**config.mk**
```make
export PLATFORM = sky130hd
export DESIGN_NAME = cmd_mailbox
export DESIGN_NICKNAME = d
export VERILOG_FILES = /design/src/rtl/mb_pkg.sv /design/src/rtl/mb_host_if.sv /design/src/rtl/mb_flag_ctl.sv /design/src/rtl/mb_local_if.sv /design/src/rtl/cmd_mailbox.sv
export SDC_FILE = /design/constraint.sdc
export NUM_CORES = 1
export LEC_CHECK = 0
export ABC_CLOCK_PERIOD_IN_PS = 2100
export BUFFER_PORTS_ARGS = -buffer_cell sky130_fd_sc_hd__buf_2
export CORE_MARGIN = 8
export CORE_UTILIZATION = 40
export CTS_CLUSTER_DIAMETER = 200
export CTS_CLUSTER_SIZE = 12
export DETAILED_ROUTE_END_ITERATION = 8
export PLACE_DENSITY = 0.6
export SLEW_MARGIN = 15
export SYNTH_ARGS = -nofsm -noshare
export SYNTH_HDL_FRONTEND = slang
export SYNTH_SLANG_ARGS = --single-unit
export TNS_END_PERCENT = 5
```
**constraint.sdc**
```tcl
create_clock -name clk -period 2.1 [get_ports clk]
set_input_delay 0.21 -clock clk [delete_from_list [all_inputs] [get_ports clk]]
set_output_delay 0.21 -clock clk [all_outputs]
set_load 0.1 [all_outputs]
```
**src/rtl/mb_pkg.sv**
```systemverilog
package mb_pkg;

    // Two-state machine that holds the command-pending bit.
    typedef enum logic {
        CMD_IDLE    = 1'b0,
        CMD_PENDING = 1'b1
    } cmd_state_e;

    // Local port numbers. Firmware decodes these, so they are fixed.
    localparam logic [7:0] P_LEG_LO  = 8'h00;
    localparam logic [7:0] P_LEG_HI  = 8'h01;
    localparam logic [7:0] P_PTR_LO  = 8'h02;
    localparam logic [7:0] P_PTR_HI  = 8'h03;
    localparam logic [7:0] P_STS_LO  = 8'h04;
    localparam logic [7:0] P_STS_HI  = 8'h05;
    localparam logic [7:0] P_DST_LO  = 8'h06;
    localparam logic [7:0] P_DST_HI  = 8'h07;
    localparam logic [7:0] P_ACK     = 8'h21;
    localparam logic [7:0] P_FLAG    = 8'h38;
    localparam logic [7:0] P_INTSTS  = 8'h39;

    // Flag byte bit positions.
    localparam int FLAG_PEND_BIT  = 1;
    localparam int FLAG_READY_BIT = 2;
    localparam int FLAG_LIVE_BIT  = 5;

    // Interrupt-status bit positions.
    localparam int INT_CONST_BIT = 0;
    localparam int INT_FDC_BIT   = 3;

    // Number of host-loaded 16-bit mailbox words.
    localparam int NUM_MBOX = 3;
    localparam int MB_PTR   = 0;
    localparam int MB_LEG   = 1;
    localparam int MB_DST   = 2;

endpackage

```
**src/rtl/mb_host_if.sv**
```systemverilog
module mb_host_if
    import mb_pkg::*;
#(
    parameter int          AW          = 8,
    parameter int          DW          = 32,
    parameter int          WW          = 16,
    parameter logic [7:0]  OFS_PTR_A   = 8'h20,
    parameter logic [7:0]  OFS_PTR_B   = 8'h21,
    parameter logic [7:0]  OFS_LEG     = 8'h24,
    parameter logic [7:0]  OFS_DST     = 8'h28,
    parameter logic [7:0]  OFS_STS     = 8'h2C,
    parameter logic [7:0]  OFS_RES     = 8'h30,
    parameter logic [31:0] RESULT_CODE = 32'h0000_0010
) (
    input  logic          clk,
    input  logic          rst_n,
    input  logic [AW-1:0] host_addr,
    input  logic          host_wr,
    input  logic [DW-1:0] host_wdata,
    input  logic [WW-1:0] status_word,
    output logic [WW-1:0] mbox_word [NUM_MBOX],
    output logic          post,
    output logic [DW-1:0] host_rdata
);

    localparam int PAD_W = DW - WW;

    logic [NUM_MBOX-1:0] hit;
    logic                unused_hi;

    assign unused_hi = ^host_wdata[DW-1:WW];

    always_comb begin
        hit         = '0;
        hit[MB_PTR] = (host_addr == AW'(OFS_PTR_A)) || (host_addr == AW'(OFS_PTR_B));
        hit[MB_LEG] = (host_addr == AW'(OFS_LEG));
        hit[MB_DST] = (host_addr == AW'(OFS_DST));
    end

    assign post = host_wr && (hit[MB_PTR] || hit[MB_LEG]);

    for (genvar k = 0; k < NUM_MBOX; k++) begin : g_mbox
        always_ff @(posedge clk) begin
            if (!rst_n) begin
                mbox_word[k] <= '0;
            end else if (host_wr && hit[k]) begin
                mbox_word[k] <= host_wdata[WW-1:0];
            end
        end
    end

    always_comb begin
        if (host_addr == AW'(OFS_STS)) begin
            host_rdata = {{PAD_W{1'b0}}, status_word};
        end else if (host_addr == AW'(OFS_RES)) begin
            host_rdata = DW'(RESULT_CODE);
        end else begin
            host_rdata = '0;
        end
    end

    // a write at the alias offset loads the command pointer.
    a_r1_alias_loads: assert property (@(posedge clk) disable iff (!rst_n)
        (host_wr && host_addr == AW'(OFS_PTR_B)) |=> mbox_word[MB_PTR] == $past(host_wdata[WW-1:0]));

    // a destination write leaves the command pointer untouched.
    a_r3_dst_isolated: assert property (@(posedge clk) disable iff (!rst_n)
        (host_wr && host_addr == AW'(OFS_DST)) |=> $stable(mbox_word[MB_PTR]));

endmodule

```
**src/rtl/mb_flag_ctl.sv**
```systemverilog
module mb_flag_ctl
    import mb_pkg::*;
#(
    parameter int PW = 8
) (
    input  logic          clk,
    input  logic          rst_n,
    input  logic          post,
    input  logic          ack,
    input  logic          flag_rd,
    output logic [PW-1:0] flag_byte
);

    cmd_state_e state_q, state_d;
    logic       live_q;

    // Next-state logic: a post always wins over an ack in the same cycle.
    always_comb begin
        state_d = state_q;
        unique case (state_q)
            CMD_IDLE: begin
                if (post) state_d = CMD_PENDING;
            end
            CMD_PENDING: begin
                if (ack && !post) state_d = CMD_IDLE;
            end
        endcase
    end

    // State register.
    always_ff @(posedge clk) begin
        if (!rst_n) begin
            state_q <= CMD_IDLE;
            live_q  <= 1'b0;
        end else begin
            state_q <= state_d;
            if (flag_rd) live_q <= ~live_q;
        end
    end

    // Output logic.
    always_comb begin
        flag_byte                 = '0;
        flag_byte[FLAG_READY_BIT] = 1'b1;
        flag_byte[FLAG_PEND_BIT]  = (state_q == CMD_PENDING);
        flag_byte[FLAG_LIVE_BIT]  = live_q;
    end

    // a post sets the pending bit.
    a_r4_post_sets: assert property (@(posedge clk) disable iff (!rst_n)
        post |=> flag_byte[FLAG_PEND_BIT]);

    // an ack with no post clears the pending bit.
    a_r6_ack_clears: assert property (@(posedge clk) disable iff (!rst_n)
        (ack && !post) |=> !flag_byte[FLAG_PEND_BIT]);

    // every flag read inverts the liveness bit.
    a_r8_live_flips: assert property (@(posedge clk) disable iff (!rst_n)
        flag_rd |=> flag_byte[FLAG_LIVE_BIT] != $past(flag_byte[FLAG_LIVE_BIT]));

    // with neither post nor ack, the pending bit holds.
    a_r6_pend_holds: assert property (@(posedge clk) disable iff (!rst_n)
        (!post && !ack) |=> $stable(flag_byte[FLAG_PEND_BIT]));

endmodule

```
**src/rtl/mb_local_if.sv**
```systemverilog
module mb_local_if
    import mb_pkg::*;
#(
    parameter int PAW = 8,
    parameter int PW  = 8,
    parameter int WW  = 16
) (
    input  logic           clk,
    input  logic           rst_n,
    input  logic [PAW-1:0] port_addr,
    input  logic           port_wr,
    input  logic           port_rd,
    input  logic [PW-1:0]  port_wdata,
    input  logic [WW-1:0]  mbox_word [NUM_MBOX],
    input  logic [PW-1:0]  flag_byte,
    input  logic           fdc_irq,
    input  logic           status_clr,
    output logic [WW-1:0]  status_word,
    output logic           flag_rd,
    output logic           ack,
    output logic [PW-1:0]  port_rdata
);

    logic [PW-1:0] sts_lo_q, sts_hi_q;
    logic [PW-1:0] rd_next;
    logic [PW-1:0] live_mask;
    logic [PW-1:0] int_byte;

    assign flag_rd     = port_rd && (port_addr == PAW'(P_FLAG));
    assign ack         = port_wr && (port_addr == PAW'(P_ACK));
    assign status_word = {sts_hi_q, sts_lo_q};

    always_comb begin
        live_mask                = '0;
        live_mask[FLAG_LIVE_BIT] = 1'b1;
        int_byte                 = '0;
        int_byte[INT_CONST_BIT]  = 1'b1;
        int_byte[INT_FDC_BIT]    = fdc_irq;
    end

    // Completion status: a host post clears it ahead of any local write.
    always_ff @(posedge clk) begin
        if (!rst_n) begin
            sts_lo_q <= '0;
            sts_hi_q <= '0;
        end else if (status_clr) begin
            sts_lo_q <= '0;
            sts_hi_q <= '0;
        end else if (port_wr) begin
            if (port_addr == PAW'(P_STS_LO)) sts_lo_q <= port_wdata;
            if (port_addr == PAW'(P_STS_HI)) sts_hi_q <= port_wdata;
        end
    end

    always_comb begin
        case (port_addr)
            PAW'(P_LEG_LO): rd_next = mbox_word[MB_LEG][PW-1:0];
            PAW'(P_LEG_HI): rd_next = mbox_word[MB_LEG][WW-1:PW];
            PAW'(P_PTR_LO): rd_next = mbox_word[MB_PTR][PW-1:0];
            PAW'(P_PTR_HI): rd_next = mbox_word[MB_PTR][WW-1:PW];
            PAW'(P_DST_LO): rd_next = mbox_word[MB_DST][PW-1:0];
            PAW'(P_DST_HI): rd_next = mbox_word[MB_DST][WW-1:PW];
            PAW'(P_FLAG):   rd_next = flag_byte ^ live_mask;
            PAW'(P_INTSTS): rd_next = int_byte;
            default:        rd_next = '0;
        endcase
    end

    always_ff @(posedge clk) begin
        if (!rst_n) begin
            port_rdata <= '0;
        end else if (port_rd) begin
            port_rdata <= rd_next;
        end
    end

    // a post leaves the status at zero.
    a_r4_status_cleared: assert property (@(posedge clk) disable iff (!rst_n)
        status_clr |=> status_word == '0);

    // interrupt-status reads have bit 0 set and upper bits clear.
    a_r9_int_shape: assert property (@(posedge clk) disable iff (!rst_n)
        (port_rd && port_addr == PAW'(P_INTSTS)) |=> (port_rdata[INT_CONST_BIT] && port_rdata[PW-1:4] == '0));

    // the write-only status ports read back as zero.
    a_r11_sts_port_reads_zero: assert property (@(posedge clk) disable iff (!rst_n)
        (port_rd && (port_addr == PAW'(P_STS_LO) || port_addr == PAW'(P_STS_HI))) |=> port_rdata == '0);

    // a flag read returns the ready bit set.
    a_r8_flag_ready: assert property (@(posedge clk) disable iff (!rst_n)
        flag_rd |=> port_rdata[FLAG_READY_BIT]);

endmodule

```
**src/rtl/cmd_mailbox.sv**
```systemverilog
module cmd_mailbox
    import mb_pkg::*;
#(
    parameter int          HAW         = 8,
    parameter int          HDW         = 32,
    parameter int          PAW         = 8,
    parameter int          PW          = 8,
    parameter logic [31:0] RESULT_CODE = 32'h0000_0010
) (
    input  logic            clk,
    input  logic            rst_n,
    input  logic [HAW-1:0]  host_addr,
    input  logic            host_wr,
    input  logic [HDW-1:0]  host_wdata,
    output logic [HDW-1:0]  host_rdata,
    input  logic [PAW-1:0]  port_addr,
    input  logic            port_wr,
    input  logic            port_rd,
    input  logic [PW-1:0]   port_wdata,
    output logic [PW-1:0]   port_rdata,
    input  logic            fdc_irq
);

    localparam int WW = 2 * PW;

    logic [WW-1:0] mbox_word [NUM_MBOX];
    logic [WW-1:0] status_word;
    logic [PW-1:0] flag_byte;
    logic          post;
    logic          ack;
    logic          flag_rd;

    mb_host_if #(
        .AW          (HAW),
        .DW          (HDW),
        .WW          (WW),
        .RESULT_CODE (RESULT_CODE)
    ) u_host (
        .clk         (clk),
        .rst_n       (rst_n),
        .host_addr   (host_addr),
        .host_wr     (host_wr),
        .host_wdata  (host_wdata),
        .status_word (status_word),
        .mbox_word   (mbox_word),
        .post        (post),
        .host_rdata  (host_rdata)
    );

    mb_flag_ctl #(
        .PW (PW)
    ) u_flag (
        .clk       (clk),
        .rst_n     (rst_n),
        .post      (post),
        .ack       (ack),
        .flag_rd   (flag_rd),
        .flag_byte (flag_byte)
    );

    mb_local_if #(
        .PAW (PAW),
        .PW  (PW),
        .WW  (WW)
    ) u_local (
        .clk         (clk),
        .rst_n       (rst_n),
        .port_addr   (port_addr),
        .port_wr     (port_wr),
        .port_rd     (port_rd),
        .port_wdata  (port_wdata),
        .mbox_word   (mbox_word),
        .flag_byte   (flag_byte),
        .fdc_irq     (fdc_irq),
        .status_clr  (post),
        .status_word (status_word),
        .flag_rd     (flag_rd),
        .ack         (ack),
        .port_rdata  (port_rdata)
    );

    // a post together with an ack leaves a command pending.
    a_r6_post_beats_ack: assert property (@(posedge clk) disable iff (!rst_n)
        (post && ack) |=> flag_byte[FLAG_PEND_BIT]);

endmodule

```
==> reports/metrics.csv <==
stage;metric;value;unit
global_routing;grt_max_degree;50;
power_and_ir_drop;fin_total_pwr;0.00286;W
sta;fmax;525;MHz
yosys;yosysWarnings;0;
sta;hold_violations;0;
die;dieWidth;110;um
clock_tree;cts_root_buffer;clkbuf_8;
clock_tree;htree_levels;3;
global_routing;grt_overflow_total;0;
flow_run;drv_cap;0;
clock_tree;clock_path_buffers;2;
placed_design;gp_congestion;0.753;
routing;drt-pass1-iter-count;4;
power_and_ir_drop;switchingPower;0.000826;W
die;die_area;12000;um2
power_and_ir_drop;seqPwrFrac;49.1;%
sta;max_slew_margin;66.2;%
clock_tree;post_cts_buffers;0;
worst_setup_path;cp.arrival;1.69;ns
sta;setup_viol;0;
routing;routedWlPerCell;15.8;um
routing;vias;2693;
power_and_ir_drop;pwr-share-comb;10.3;%
die;die_h;110;um
die;core_area;8590;um2
finish;regArea;1480;um2
routing;routed_wl;8.54;mm
yosys;synth_area_per_cell;9.82;um2
finish;synthToLayoutAreaGrowth;25.7;%
routing;route.detailed.drc;0;
yosys;synth_cell_types;45;
yosys;syn_area;3510;um2
die;ioPinCount;102;
power_and_ir_drop;irDropWorstVdd;0.489;mV
die;core.rowCount;34;
clock_tree;path_clk_slew;0.08;ns
power_and_ir_drop;power-per-cell-area;649;nW/um2
yosys;ys_ff_latch;74;
power_and_ir_drop;p_leak;1.79;nW
worst_setup_path;endpoint_kind;output pin;
finish;final_core_util;51.3;%
finish;multi_input_area;1860;um2
sta;final.min_clock_period;1.90;ns
placed_design;port_buffers;69;
worst_setup_path;cp.required;1.89;ns
yosys;synth_cells;357;
worst_setup_path;start_kind;input pin;
clock_tree;cts-resized-gates;0;
finish;fin_area;4410;um2
worst_setup_path;path_class;in2out;
global_routing;grt_pass1_wl;13.5;mm
clock_tree;numCtsBuffers;9;
finish;nNetsFinal;490;
global_routing;antenna_found_initial;0;
routing;drt_iter0_drc;146;
sta;hold_ws;0.108;ns
placed_design;hpwlAfterDp;6.14;mm
power_and_ir_drop;switching_share;28.9;%
global_routing;grt_pass1_vias;2659;
power_and_ir_drop;p_int;0.00204;W
sta;maxSlewViolCount;0;
worst_setup_path;path_max_fanout;15;
routing;ant_nets;0;
routing;via_per_inst;4.98;
hold_path;worstHoldPathType;in2reg;
sta;worstMarginPinSlew;0.502;ns
placed_design;dpl-instance-area;4200;um2
clock_tree;cts.sinks;74;
finish;fillers;825;
clock_tree;clk_latency;0.36;ns
outcome;status;finished, final reports clean;
global_routing;grt_use_total;14.5;%
sta;period_share;90.6;%
die;start_util;40.8;%
sta;grt_setup_unrepaired;false;
finish;layout-drive-gt1-share;26.3;%
power_and_ir_drop;power_frac_clock;40.7;%
clock_tree;cts_tree;done;
worst_setup_path;rrSetupSlack;0.68;ns
clock_tree;cts-hold-fix-buffers;0;
sta;finClkSkew;0.0140;ns
sta;fin_setup_tns;0;ns
yosys;ys_seq_area_share;42.3;%
finish;antenna_cells;0;
-- layout make-up --
| class | instances | share of cell area [%] |
|---|---|---|
| Clock buffer | 9 | 2.81 |
| Clock inverter | 7 | 1.87 |
| Inverter | 7 | 0.596 |
| Multi-Input combinational cell | 255 | 42.2 |
| Sequential cell | 74 | 33.6 |
| Tap cell | 108 | 3.07 |
| Timing Repair Buffer | 81 | 15.9 |
-- power groups by stage --
stage | Clock [W] | Sequential [W] | Combinational, W
6_report | 0.00116 | 0.00140 | 0.000294
5_1_grt | 0.00125 | 0.00141 | 0.000310
4_1_cts | 0.00120 | 0.00140 | 0.000293
3_5_place_dp | 0 | 0.00144 | 0.000292
3_3_place_gp | 0 | 0.00144 | 0.000289
2_1_floorplan | 0 | 0.00144 | 0.000227
-- through the flow --
stage               cells  setup WS (ns)
floorplan             372        0.00226
global placement      525          0.174
detailed placement    525          0.176
CTS                   541          0.176
global route          541         0.0440
finish                541          0.197
-- critical path, stage by stage --
cell,delay (ns)
buf_2,0.10
nor4b_1,0.29
buf_4,0.17
and4b_1,0.46
and2_1,0.26
buf_12,0.19
-- logic make-up after synthesis --
| kind of cell | count (synthesis) | share of synthesized area [%] |
|---|---|---|
| AO/OA/AOI/OAI | 26 | 5.75 |
| buffers and inverters | 43 | 6.82 |
| flip-flops | 74 | 42.3 |
| multiplexers | 81 | 25.3 |
| other | 1 | 0.107 |
| AND/OR/NAND/NOR | 132 | 19.8 |
-- metal layers --
| metal | GRT usage [%] | vias up | wire length, um |
|---|---|---|---|
| li1 | - | 1359 | - |
| met1 | 18.2 | 1246 | 3830 |
| met2 | 22.9 | 76 | 3990 |
| met3 | 4.16 | 12 | 599 |
| met4 | 6.08 | 0 | 120 |
| met5 | 0 | - | 0 |
-- placed cells by master, fill, tap and decap left out, drive strengths merged, types with 8 or more instances in the layout --
| cell | count |
|---|---|
| inv | 11 |
| dfxtp | 74 |
| nor2 | 69 |
| nand2 | 11 |
| conb | 16 |
| mux2i | 75 |
| and2 | 15 |
| buf | 81 |
| clkbuf | 9 |
| nor3 | 8 |
-- final timing paths --
check / startpoint / end / cells past startpoint
hold reg to reg: u_local.port_rdata[2] / u_local.port_rdata[2] / 2
hold / removal: port_wdata[3] / u_local.sts_lo_q[3] / 3
setup reg to reg: u_host.mbox_word[41] / u_local.port_rdata[1] / 4
setup / recovery: host_addr[1] / host_rdata[15] / 6
-- sequential cells by signal, summed over array words and instances, names as in the netlist --
name and count:
u_flag.live_q 1, u_local.sts_lo_q 8, u_host.mbox_word 48, u_flag.state_q 1, u_local.port_rdata 8, u_local.sts_hi_q 8
-- cells in the mapped netlist (all sizes together) --
library cell / instances / area [um2]
a211oi: 2 / 15.0
a21boi: 1 / 7.51
a21oi: 3 / 15.0
a221oi: 1 / 8.76
a31o: 1 / 8.76
a32o: 4 / 40.0
a32oi: 1 / 8.76
and2: 15 / 93.8
and3: 1 / 6.26
and4b: 1 / 10.0
buf: 23 / 164
clkbuf: 13 / 48.8
conb: 1 / 3.75
dfxtp: 74 / 1480
inv: 7 / 26.3
mux2i: 75 / 751
mux4: 6 / 135
nand2: 11 / 41.3
nand2b: 2 / 12.5
nand3: 1 / 5.00
nand4b: 1 / 8.76
nor2: 69 / 259
nor2b: 4 / 25.0
nor3: 8 / 51.3
nor3b: 2 / 15.0
nor4: 6 / 67.6
nor4b: 4 / 35.0
o21a: 2 / 15.0
o21ai: 1 / 5.00
o221a: 1 / 11.3
o22ai: 3 / 18.8
o2bb2ai: 1 / 8.76
o31ai: 4 / 30.0
o32ai: 1 / 8.76
or2: 1 / 6.26
or3: 1 / 6.26
or3b: 1 / 8.76
or4: 1 / 11.3
or4b: 2 / 20.0
or4bb: 1 / 11.3
(Power assumes the default switching activity.)
